$ cat config.mk
export PLATFORM = sky130hd
export DESIGN_NAME = scl_clkgen
export DESIGN_NICKNAME = d
export VERILOG_FILES = /design/src/rtl/scl_clkgen_pkg.sv /design/src/rtl/scl_clkgen_prescaler.sv /design/src/rtl/scl_clkgen_filter.sv /design/src/rtl/scl_clkgen_engine.sv /design/src/rtl/scl_clkgen.sv
export SDC_FILE = /design/constraint.sdc
export NUM_CORES = 1
export LEC_CHECK = 0
export BUFFER_PORTS_ARGS = -buffer_cell sky130_fd_sc_hd__buf_2
export CORE_ASPECT_RATIO = 0.8
export CORE_MARGIN = 2
export CORE_UTILIZATION = 45
export DETAILED_ROUTE_END_ITERATION = 16
export PLACE_DENSITY = 0.67
export SLEW_MARGIN = 40
export SYNTH_ARGS = -nofsm -noshare
export SYNTH_HDL_FRONTEND = slang
export SYNTH_SLANG_ARGS = --single-unit
$ cat constraint.sdc
create_clock -name clk_i -period 2.4 [get_ports clk_i]
set_input_delay 0.72 -clock clk_i [delete_from_list [all_inputs] [get_ports clk_i]]
set_output_delay 0.72 -clock clk_i [all_outputs]
set_load 0.05 [all_outputs]
$ cat src/rtl/scl_clkgen_pkg.sv
package scl_clkgen_pkg;

  // Phase of the serial clock engine
  typedef enum logic [1:0] {
    PH_OFF  = 2'd0,
    PH_LOW  = 2'd1,
    PH_HIGH = 2'd2
  } scl_phase_e;

  // Default field widths
  localparam int unsigned PRS_W_DEF = 5;
  localparam int unsigned SCK_W_DEF = 3;

endpackage

$ cat src/rtl/scl_clkgen_prescaler.sv
module scl_clkgen_prescaler #(
  parameter int unsigned PRS_W = 5
) (
  input  logic             clk_i,
  input  logic             rst_ni,
  input  logic [PRS_W-1:0] code_i,
  input  logic             restart_i,
  output logic             tick_o
);

  // Code c divides by c; code 0 wraps to all ones, giving 2**PRS_W.
  logic [PRS_W-1:0] term;
  logic [PRS_W-1:0] cnt_q, cnt_d;
  logic             tick;

  assign term   = code_i - PRS_W'(1);
  assign tick   = (cnt_q >= term);
  assign tick_o = tick;

  always_comb begin
    cnt_d = cnt_q + PRS_W'(1);
    if (restart_i || tick) begin
      cnt_d = '0;
    end
  end

  always_ff @(posedge clk_i or negedge rst_ni) begin
    if (!rst_ni) begin
      cnt_q <= '0;
    end else begin
      cnt_q <= cnt_d;
    end
  end

  // With a unit ratio, every cycle is a tick
  assert_unit_ratio_R2 : assert property (@(posedge clk_i) disable iff (!rst_ni)
    (code_i == PRS_W'(1)) |-> tick_o);

  // After a restart the next tick is never earlier than the full ratio
  assert_restart_clears_R1 : assert property (@(posedge clk_i) disable iff (!rst_ni)
    (restart_i && code_i != PRS_W'(1) && $stable(code_i)) |=> !tick_o || (code_i == PRS_W'(1)));

endmodule

$ cat src/rtl/scl_clkgen_filter.sv
module scl_clkgen_filter #(
  parameter logic RST_VAL = 1'b1
) (
  input  logic clk_i,
  input  logic rst_ni,
  input  logic tick_i,
  input  logic din_i,
  output logic dout_o
);

  logic smp_q, smp_d;
  logic out_q, out_d;

  // Sample on every tick; pass a level only when two tick samples agree
  always_comb begin
    smp_d = smp_q;
    out_d = out_q;
    if (tick_i) begin
      smp_d = din_i;
      if (din_i == smp_q) begin
        out_d = din_i;
      end
    end
  end

  always_ff @(posedge clk_i or negedge rst_ni) begin
    if (!rst_ni) begin
      smp_q <= RST_VAL;
      out_q <= RST_VAL;
    end else begin
      smp_q <= smp_d;
      out_q <= out_d;
    end
  end

  assign dout_o = out_q;

  assert_change_on_tick_R6 : assert property (@(posedge clk_i) disable iff (!rst_ni)
    !$stable(dout_o) |-> ($past(tick_i) && ($past(din_i) == dout_o)));

  assert_two_samples_R5 : assert property (@(posedge clk_i) disable iff (!rst_ni)
    !$stable(dout_o) |-> ($past(smp_q) == dout_o));

endmodule

$ cat src/rtl/scl_clkgen_engine.sv
module scl_clkgen_engine
  import scl_clkgen_pkg::*;
#(
  parameter int unsigned SCK_W = 3
) (
  input  logic             clk_i,
  input  logic             rst_ni,
  input  logic             enable_i,
  input  logic             tick_i,
  input  logic [SCK_W-1:0] sck_i,
  input  logic             scl_i,
  output logic             restart_o,
  output logic             scl_oe_o,
  output logic             fall_stb_o,
  output logic             mid_stb_o
);

  localparam int unsigned CNT_W = (1 << SCK_W) + 1;
  localparam logic [CNT_W-1:0] ONE = CNT_W'(1);

  scl_phase_e       ph_q, ph_d;
  logic [CNT_W-1:0] cnt_q, cnt_d;
  logic [CNT_W-1:0] half_m1, mid_m1;
  logic             en_q;
  logic             oe_q, oe_d;
  logic             fall_q, fall_d;
  logic             mid_q, mid_d;

  // Half phase = 2**(n+1) + 8 ticks; middle of it = 2**n + 4 ticks
  assign half_m1   = ((ONE << sck_i) << 1) + CNT_W'(7);
  assign mid_m1    = (ONE << sck_i) + CNT_W'(3);
  assign restart_o = enable_i && !en_q;

  always_comb begin
    ph_d   = ph_q;
    cnt_d  = cnt_q;
    fall_d = 1'b0;
    mid_d  = 1'b0;
    if (!enable_i) begin
      ph_d  = PH_OFF;
      cnt_d = '0;
    end else begin
      unique case (ph_q)
        PH_OFF: begin
          ph_d   = PH_LOW;
          cnt_d  = '0;
          fall_d = 1'b1;
        end
        PH_LOW: begin
          if (tick_i) begin
            if (cnt_q >= half_m1) begin
              ph_d  = PH_HIGH;
              cnt_d = '0;
            end else begin
              cnt_d = cnt_q + ONE;
            end
          end
        end
        PH_HIGH: begin
          if (tick_i && scl_i) begin
            if (cnt_q == mid_m1) begin
              mid_d = 1'b1;
            end
            if (cnt_q >= half_m1) begin
              ph_d   = PH_LOW;
              cnt_d  = '0;
              fall_d = 1'b1;
              mid_d  = 1'b0;
            end else begin
              cnt_d = cnt_q + ONE;
            end
          end
        end
        default: begin
          ph_d  = PH_OFF;
          cnt_d = '0;
        end
      endcase
    end
    oe_d = (ph_d == PH_LOW);
  end

  always_ff @(posedge clk_i or negedge rst_ni) begin
    if (!rst_ni) begin
      ph_q   <= PH_OFF;
      cnt_q  <= '0;
      en_q   <= 1'b0;
      oe_q   <= 1'b0;
      fall_q <= 1'b0;
      mid_q  <= 1'b0;
    end else begin
      ph_q   <= ph_d;
      cnt_q  <= cnt_d;
      en_q   <= enable_i;
      oe_q   <= oe_d;
      fall_q <= fall_d;
      mid_q  <= mid_d;
    end
  end

  assign scl_oe_o   = oe_q;
  assign fall_stb_o = fall_q;
  assign mid_stb_o  = mid_q;

  assert_fall_drives_R8 : assert property (@(posedge clk_i) disable iff (!rst_ni)
    fall_stb_o |-> scl_oe_o);

  assert_drive_has_fall_R8 : assert property (@(posedge clk_i) disable iff (!rst_ni)
    $rose(scl_oe_o) |-> fall_stb_o);

  assert_mid_released_R8 : assert property (@(posedge clk_i) disable iff (!rst_ni)
    mid_stb_o |-> !scl_oe_o);

  assert_strobes_apart_R8 : assert property (@(posedge clk_i) disable iff (!rst_ni)
    $onehot0({fall_stb_o, mid_stb_o}));

  assert_off_released_R9 : assert property (@(posedge clk_i) disable iff (!rst_ni)
    !enable_i |=> (!scl_oe_o && !fall_stb_o && !mid_stb_o));

  assert_enable_starts_low_R9 : assert property (@(posedge clk_i) disable iff (!rst_ni)
    restart_o |=> (scl_oe_o && fall_stb_o));

  assert_stretch_pause_R7 : assert property (@(posedge clk_i) disable iff (!rst_ni)
    (ph_q == PH_HIGH && enable_i && !scl_i) |=> ($stable(cnt_q) && !scl_oe_o));

endmodule

$ cat src/rtl/scl_clkgen.sv
module scl_clkgen
  import scl_clkgen_pkg::*;
#(
  parameter int unsigned PRS_W = PRS_W_DEF,
  parameter int unsigned SCK_W = SCK_W_DEF
) (
  input  logic             clk_i,
  input  logic             rst_ni,
  input  logic [PRS_W-1:0] prs_code_i,
  input  logic [SCK_W-1:0] sck_sel_i,
  input  logic             bus_busy_i,
  input  logic             enable_i,
  input  logic             scl_i,
  input  logic             sda_i,
  output logic             scl_oe_o,
  output logic             scl_filt_o,
  output logic             sda_filt_o,
  output logic             fall_stb_o,
  output logic             mid_stb_o
);

  localparam int unsigned      NLINES  = 2;
  localparam logic [PRS_W-1:0] PRS_RST = PRS_W'(1);
  localparam logic [SCK_W-1:0] SCK_RST = '0;

  logic [PRS_W-1:0]  prs_q, prs_d;
  logic [SCK_W-1:0]  sck_q, sck_d;
  logic              tick;
  logic              restart;
  logic [NLINES-1:0] raw_lines;
  logic [NLINES-1:0] flt_lines;

  // Active settings follow the inputs only while the bus is idle
  always_comb begin
    prs_d = prs_q;
    sck_d = sck_q;
    if (!bus_busy_i) begin
      prs_d = prs_code_i;
      sck_d = sck_sel_i;
    end
  end

  always_ff @(posedge clk_i or negedge rst_ni) begin
    if (!rst_ni) begin
      prs_q <= PRS_RST;
      sck_q <= SCK_RST;
    end else begin
      prs_q <= prs_d;
      sck_q <= sck_d;
    end
  end

  assert_cfg_frozen_R4 : assert property (@(posedge clk_i) disable iff (!rst_ni)
    $past(bus_busy_i) |-> ($stable(prs_q) && $stable(sck_q)));

  scl_clkgen_prescaler #(
    .PRS_W(PRS_W)
  ) u_prescaler (
    .clk_i    (clk_i),
    .rst_ni   (rst_ni),
    .code_i   (prs_q),
    .restart_i(restart),
    .tick_o   (tick)
  );

  assign raw_lines = {scl_i, sda_i};

  for (genvar g = 0; g < NLINES; g++) begin : g_filter
    scl_clkgen_filter #(
      .RST_VAL(1'b1)
    ) u_filter (
      .clk_i (clk_i),
      .rst_ni(rst_ni),
      .tick_i(tick),
      .din_i (raw_lines[g]),
      .dout_o(flt_lines[g])
    );
  end

  assign sda_filt_o = flt_lines[0];
  assign scl_filt_o = flt_lines[1];

  scl_clkgen_engine #(
    .SCK_W(SCK_W)
  ) u_engine (
    .clk_i     (clk_i),
    .rst_ni    (rst_ni),
    .enable_i  (enable_i),
    .tick_i    (tick),
    .sck_i     (sck_q),
    .scl_i     (scl_i),
    .restart_o (restart),
    .scl_oe_o  (scl_oe_o),
    .fall_stb_o(fall_stb_o),
    .mid_stb_o (mid_stb_o)
  );

endmodule

**Yosys cells after proc, flatten, opt, wreduce, memory -nomap -nowiden**

Cells that the tools add are included.

- Register bits after elaboration: 32
- Output and inout bits: 5
- Word-level logic and storage cells: 58

- Add/subtract/negate cells: 5
- Order comparisons: 2
- Equality and inequality tests: 8
- Shift-type cells: 1
- Multiplexer cells: 21
- Reductions and logical operators: 8

Operator list:

| cell | count |
|---|---|
| 2-to-1 mux 9 bit | 4 |
| case mux 9 bit (2 select lines) | 1 |
| 2-to-1 mux 2 bit | 5 |
| adder 9 x 1 -> 9 bit (second input constant) | 1 |
| adder 9 x 2 -> 9 bit (second input constant) | 1 |
| adder 9 x 3 -> 9 bit (second input constant) | 1 |
| == test 9 bit | 1 |
| >= comparator 9 bit | 1 |
| left shift 1 x 3 -> 9 bit (first input constant) | 1 |
| 2-to-1 mux 1 bit | 8 |
| inequality test 3 x 2 -> 1 bit (second input constant) | 2 |
| case mux 2 bit (3 select lines) | 1 |
| AND reduction 2 bit | 3 |
| adder 5 x 1 -> 5 bit (second input constant) | 1 |
| >= comparator 5 bit | 1 |
| 2-to-1 mux 5 bit | 1 |
| subtractor 5 x 1 -> 5 bit (second input constant) | 1 |
| == test 2 x 1 -> 1 bit (second input constant) | 2 |
| == test 1 bit | 2 |
| == test 2 bit (second input constant) | 1 |
| logical AND 1 bit | 2 |
| zero test 2 bit | 1 |
| case mux 1 bit (2 select lines) | 1 |
| zero test 1 bit | 1 |
| logical OR 1 bit | 1 |

**Longest topological paths before layout**

- Word-level depth: 8
- Depth in mapped cells: 12
- Depth with buffers taken out: 11

**Hierarchy**

A second synthesis with hierarchy kept.

- Cells, all modules: 207
- Area total of the unflattened synthesis: 2120.8 um^2

Modules (own cells, without submodules):

| module | times used | cells an instance | area an instance (um^2) | sequential area each (um^2) |
|---|---|---|---|---|
| scl_clkgen_engine | 1 | 136 | 1197.4 | 375.4 |
| scl_clkgen_prescaler | 1 | 38 | 407.9 | 125.1 |
| scl_clkgen | 1 | 17 | 332.8 | 201.4 |
| scl_clkgen_filter | 2 | 8 | 91.3 | 52.6 |

**Worst setup path before layout**

No wires, ideal clock.

- Path type: register to register
- From: reg sck_q[1]
- To: reg u_engine.oe_q, in the netlist u_engine.scl_oe_o
- Setup time: 0.118 ns
- Arrival: 2.508 ns
- Required time: 2.282 ns
- Path slack: -0.226 ns
- Stages on the path, launching flop included: 13
- Path buffers: 1
- Clock period less this slack: 2.626 ns
- Cell sequence: dfrtp_1 -> buf_6 -> nand2b_1 -> or2_2 -> ha_1 -> xnor2_1 -> ha_1 -> o21ai_0 -> o21ai_2 -> a21o_4 -> o211a_1 -> o211ai_2 -> o2bb2a_4

- Word-level cells in the longest chain between the ends: 8

Ends and longest elaborated chain:

| item | line | RTL |
|---|---|---|
| start: declaration | scl_clkgen.sv:27 | `logic [SCK_W-1:0] sck_q, sck_d;` |
| start signal: assignment | scl_clkgen.sv:49 | `sck_q <= sck_d;` |
| left shift 1 x 3 -> 9 bit * | -- |  |
| adder 9 x 3 -> 9 bit * | scl_clkgen_engine.sv:30 | `assign half_m1 = ((ONE << sck_i) << 1) + CNT_W'(7);` |
| >= comparator 9 bit * | scl_clkgen_engine.sv:51, scl_clkgen_engine.sv:64 |  |
| 2-to-1 mux 2 bit (on tied branches) | scl_clkgen_engine.sv:64, scl_clkgen_engine.sv:51 |  |
| 2-to-1 mux 2 bit (on tied branches) | scl_clkgen_engine.sv:60, scl_clkgen_engine.sv:50 |  |
| case mux 2 bit (3 select lines) * | scl_clkgen_engine.sv:43 | `unique case (ph_q)` |
| 2-to-1 mux 2 bit * | scl_clkgen_engine.sv:39 | `if (!enable_i) begin` |
| == test 2 x 1 -> 1 bit * | scl_clkgen_engine.sv:80 | `oe_d = (ph_d == PH_LOW);` |
| via u_engine.oe_d | scl_clkgen_engine.sv:25 | `logic oe_q, oe_d;` |
| end signal: assignment | scl_clkgen_engine.sv:88 | `oe_q <= 1'b0;` |
| end signal: assignment | scl_clkgen_engine.sv:95 | `oe_q <= oe_d;` |
| end: declaration | scl_clkgen_engine.sv:25 |  |

The timed path passes the listed nets; every way through them passes the cells marked *.
A chain may end at the register's enable or synchronous reset.

**Worst setup path after layout**

- From: reg sck_q[0]
- To: reg u_engine.cnt_q[4]

- Word-level cells in the longest chain between the ends: 7

Ends and longest elaborated chain:

| item | line | RTL |
|---|---|---|
| left shift 1 x 3 -> 9 bit * | -- |  |
| adder 9 x 3 -> 9 bit * | scl_clkgen_engine.sv:30 |  |
| >= comparator 9 bit * | scl_clkgen_engine.sv:51, scl_clkgen_engine.sv:64 |  |
| 2-to-1 mux 9 bit * | scl_clkgen_engine.sv:51, scl_clkgen_engine.sv:64 |  |
| 2-to-1 mux 9 bit (on tied branches) | scl_clkgen_engine.sv:60, scl_clkgen_engine.sv:50 |  |
| case mux 9 bit (2 select lines) * | scl_clkgen_engine.sv:43 |  |
| 2-to-1 mux 9 bit * | scl_clkgen_engine.sv:39 |  |
| end signal: assignment | scl_clkgen_engine.sv:93 | `cnt_q <= cnt_d;` |
| end: declaration | scl_clkgen_engine.sv:22 | `logic [CNT_W-1:0] cnt_q, cnt_d;` |

Mark *: on every way between the ends. The rest lies on a longest branch, timed or not. The select of a mux whose other input is x is not followed.

==> impl_metrics.toml <==
[clock_network]
htreeDepth = 2
clock_latency_ns = 0.29
path_clk_slew_ns = 0.07
tritoncts = "built"
cts-root-buf = "clkbuf_8"
hold_buffers = 0
numCtsBuffers = 5
cts_max_path_buffers = 2
clock-sinks = 32

[worst_setup_path]
start_kind = "flip-flop"
worstPathCellList = "or3_4 -> ha_4 -> xnor2_4 -> ha_4 -> o21ai_2 -> o21ai_2 -> buf_4 -> a211oi_2 -> buf_4 -> a21o_1 -> nand2_1 -> o31ai_1"
endpoint_kind = "flip-flop"
crit_buf_inv = 2
arrival_ns = 2.63
cpMaxStageDelayCell = "dfrtp_1"
cp_slowest_stage_delay_ns = 0.43
crit_fanout = 4
critPathRequiredTime_ns = 2.59
critPathTopFamily = "compound AO/OA/AOI/OAI gates"
rrSetupSlack_ns = -0.05
crit_type = "reg2reg"

[pwr]
switchingPower_mw = 0.5710
power.density_nw_per_um2 = 649.1
power.share.clock_pct = 23.4
p_leak_nw = 1.202
finalPower_mw = 1.706
internal_power_mw = 1.135
p_comb_share_pct = 35.2
seqPwrFrac_pct = 41.5
ir_worst_vdd_uv = 401.4
switching_share_pct = 33.48

[timing]
hold_viol = 0
rsz0062_at_grt = "yes"
min_period_ns = 2.447
tightest_slew_ns = 0.7280
slew_violations = 0
postLayoutSetupSlackWorst_ns = -0.04735
fin_skew_ns = 0.006498
fmax_ghz = 0.4086
setup_tns_ns = -0.07805
max_slew_margin_pct = 51.47
finalSetupViolations = 2
fin_crit_sh_pct = 102.0

[final_layout]
final_util_pct = 61.35
drive_gt1_share_pct = 38.19
nets = 288
n_antenna_cell = 0
syn2layout_area_growth_pct = 28.05

[synthesis]
syn_nets = 244
ys_seq_area_share_pct = 39.33
synth_edf_count = 0
netlist_area_um2 = 2052
yosys_warnings = 0
synth.avg_cell_area_um2 = 9.818
synth_top_area_share_pct = 32.93
synthArstFlopShare_pct = 100.0
yosys-top-cells-count = "27 x dfrtp_1, 21 x ha_1, 21 x nand2_1"
synthTopCellsByArea = "dfrtp_1 33%, ha_1 13%, dfstp_2 6.4%"
synth_seq_cells = 32
yosysUniqueCellTypes = 42
synth.most_common_cell = "dfrtp_1"
yosys_most_used_dff = "dfrtp_1"
yosys.area.top_type = "dfrtp_1"
syn_inst = 209

[global_route]
grt_util_met3_pct = 4.379
use_met2_pct = 26.26
grt_max_degree = 33
antenna_found_initial = 0
grt_pass1_wl_um = 7307
use_met1_pct = 26.76
track_usage_pct = 18.38
overflow = 0
grt_pass1_vias = 1598
busiest_layer = "met1"

[drt]
route.detailed.drc = 0
first_pass_iters = 4
ant_nets = 0
vias_per_cell = 5.251
drt_iter0_markers = 52
vias = 1633
drt_wl_total_um = 4287
wl_per_cell_um = 13.78

[floorplan]
start_util_pct = 47.91
rows = 21
die_w_um = 79.50
io_pins = 19
die_y_um = 64.40
dieArea_um2 = 5119
coreArea_um2 = 4283

[place]
hpwl_um = 3099
place_congestion = 0.7802
port_buffers = 18
dp_slack_ns = -0.08961

[hold_path]
hold_path.class = "in2async"

[job]
maxCapViolations = 0

[status]
outcome = "complete, but fails checks"
failed_checks = "setup timing"
[power by group through the flow]
stage | clock network [mW] | logic [mW] | registers [mW]
after global placement | 0 | 0.537 | 0.713
after floorplan | 0 | 0.362 | 0.743
after global routing | 0.438 | 0.683 | 0.724
after CTS | 0.408 | 0.572 | 0.706
after detailed placement | 0 | 0.547 | 0.716
final | 0.398 | 0.600 | 0.708
[flip-flops by register name, indices dropped and copies added (netlist names)]
| register | count |
|---|---|
| g_filter.u_filter.smp_q | 2 |
| u_engine.fall_stb_o | 1 |
| u_engine.cnt_q | 9 |
| g_filter.u_filter.dout_o | 2 |
| prs_q | 5 |
| u_engine.scl_oe_o | 1 |
| u_prescaler.cnt_q | 5 |
| u_engine.ph_q | 2 |
| u_engine.en_q | 1 |
| u_engine.mid_stb_o | 1 |
| sck_q | 3 |
[final cells by class]
type,instances,area (um2)
clock buffers,8,80.08
fillers,371,1655
inverters,10,37.54
multi-input cells,160,1343
flip-flops and latches,32,807.0
well taps,57,71.32
repair buffers,44,289.0
[timing repair]
| action | 4_1_cts | 5_1_grt |
|---|---|---|
| cloned | 0 | 0 |
| setup buffers | 0 | 2 |
| gates resized for setup | 9 | 19 |
| endpoints found under the setup margin | 11 | 23 |
| pin swaps | 2 | 18 |
[kinds of logic after synthesis]
group	synth area share (%)
buf+inv	3.719
flops	39.33
xor+xnor	6.403
compound gates	14.21
mux	5.488
simple gates	18.05
fa+ha+maj	12.80
[stage by stage]
| stage | cell area (um2) | cells | hold WS [ns] |
|---|---|---|---|
| global placement | 2390 | 301 | 0.4888 |
| finish | 2628 | 311 | 0.4875 |
| global route | 2628 | 311 | 0.5377 |
| detailed placement | 2390 | 301 | 0.4923 |
| floorplan | 2087 | 209 | 0.4244 |
| CTS | 2525 | 309 | 0.5009 |
[final timing paths]
check                                startpoint                    to  cells after the start
max                                    sck_q[0]     u_engine.cnt_q[4]                     12
min                                      rst_ni  u_prescaler.cnt_q[0]                      1
max reg2reg                            sck_q[0]     u_engine.cnt_q[4]                     12
min reg2reg                u_prescaler.cnt_q[0]  u_prescaler.cnt_q[0]                      1
max in group asynchronous                rst_ni      u_engine.ph_q[0]                      1
min in group clk_i         u_prescaler.cnt_q[0]  u_prescaler.cnt_q[0]                      1
[cell usage in the layout (no fill, tap or decap), drive strengths merged, types with 3 or more instances in the layout]
| cell type | instances |
|---|---|
| nand3 | 7 |
| buf | 44 |
| nor2b | 3 |
| xnor2 | 12 |
| xor2 | 3 |
| dfrtp | 27 |
| nor2 | 20 |
| ha | 21 |
| nand2b | 5 |
| nand2 | 21 |
| clkbuf | 8 |
| nand3b | 3 |
| nor3 | 7 |
| inv | 10 |
| dfstp | 5 |
| a21o | 4 |
| a211oi | 3 |
| mux2 | 10 |
| o21ai | 10 |
| a21oi | 11 |
| o31ai | 3 |
[per-layer routing]
metal / wire (um) / up-vias / part of all wire (%)
met5: 0 / - / 0
met4: 69 / 0 / 1.6
met3: 143 / 8 / 3.3
met2: 1839 / 28 / 43
met1: 2235 / 776 / 52
li1: - / 821 / -
No activity file was read; power rests on OpenSTA's default activity.
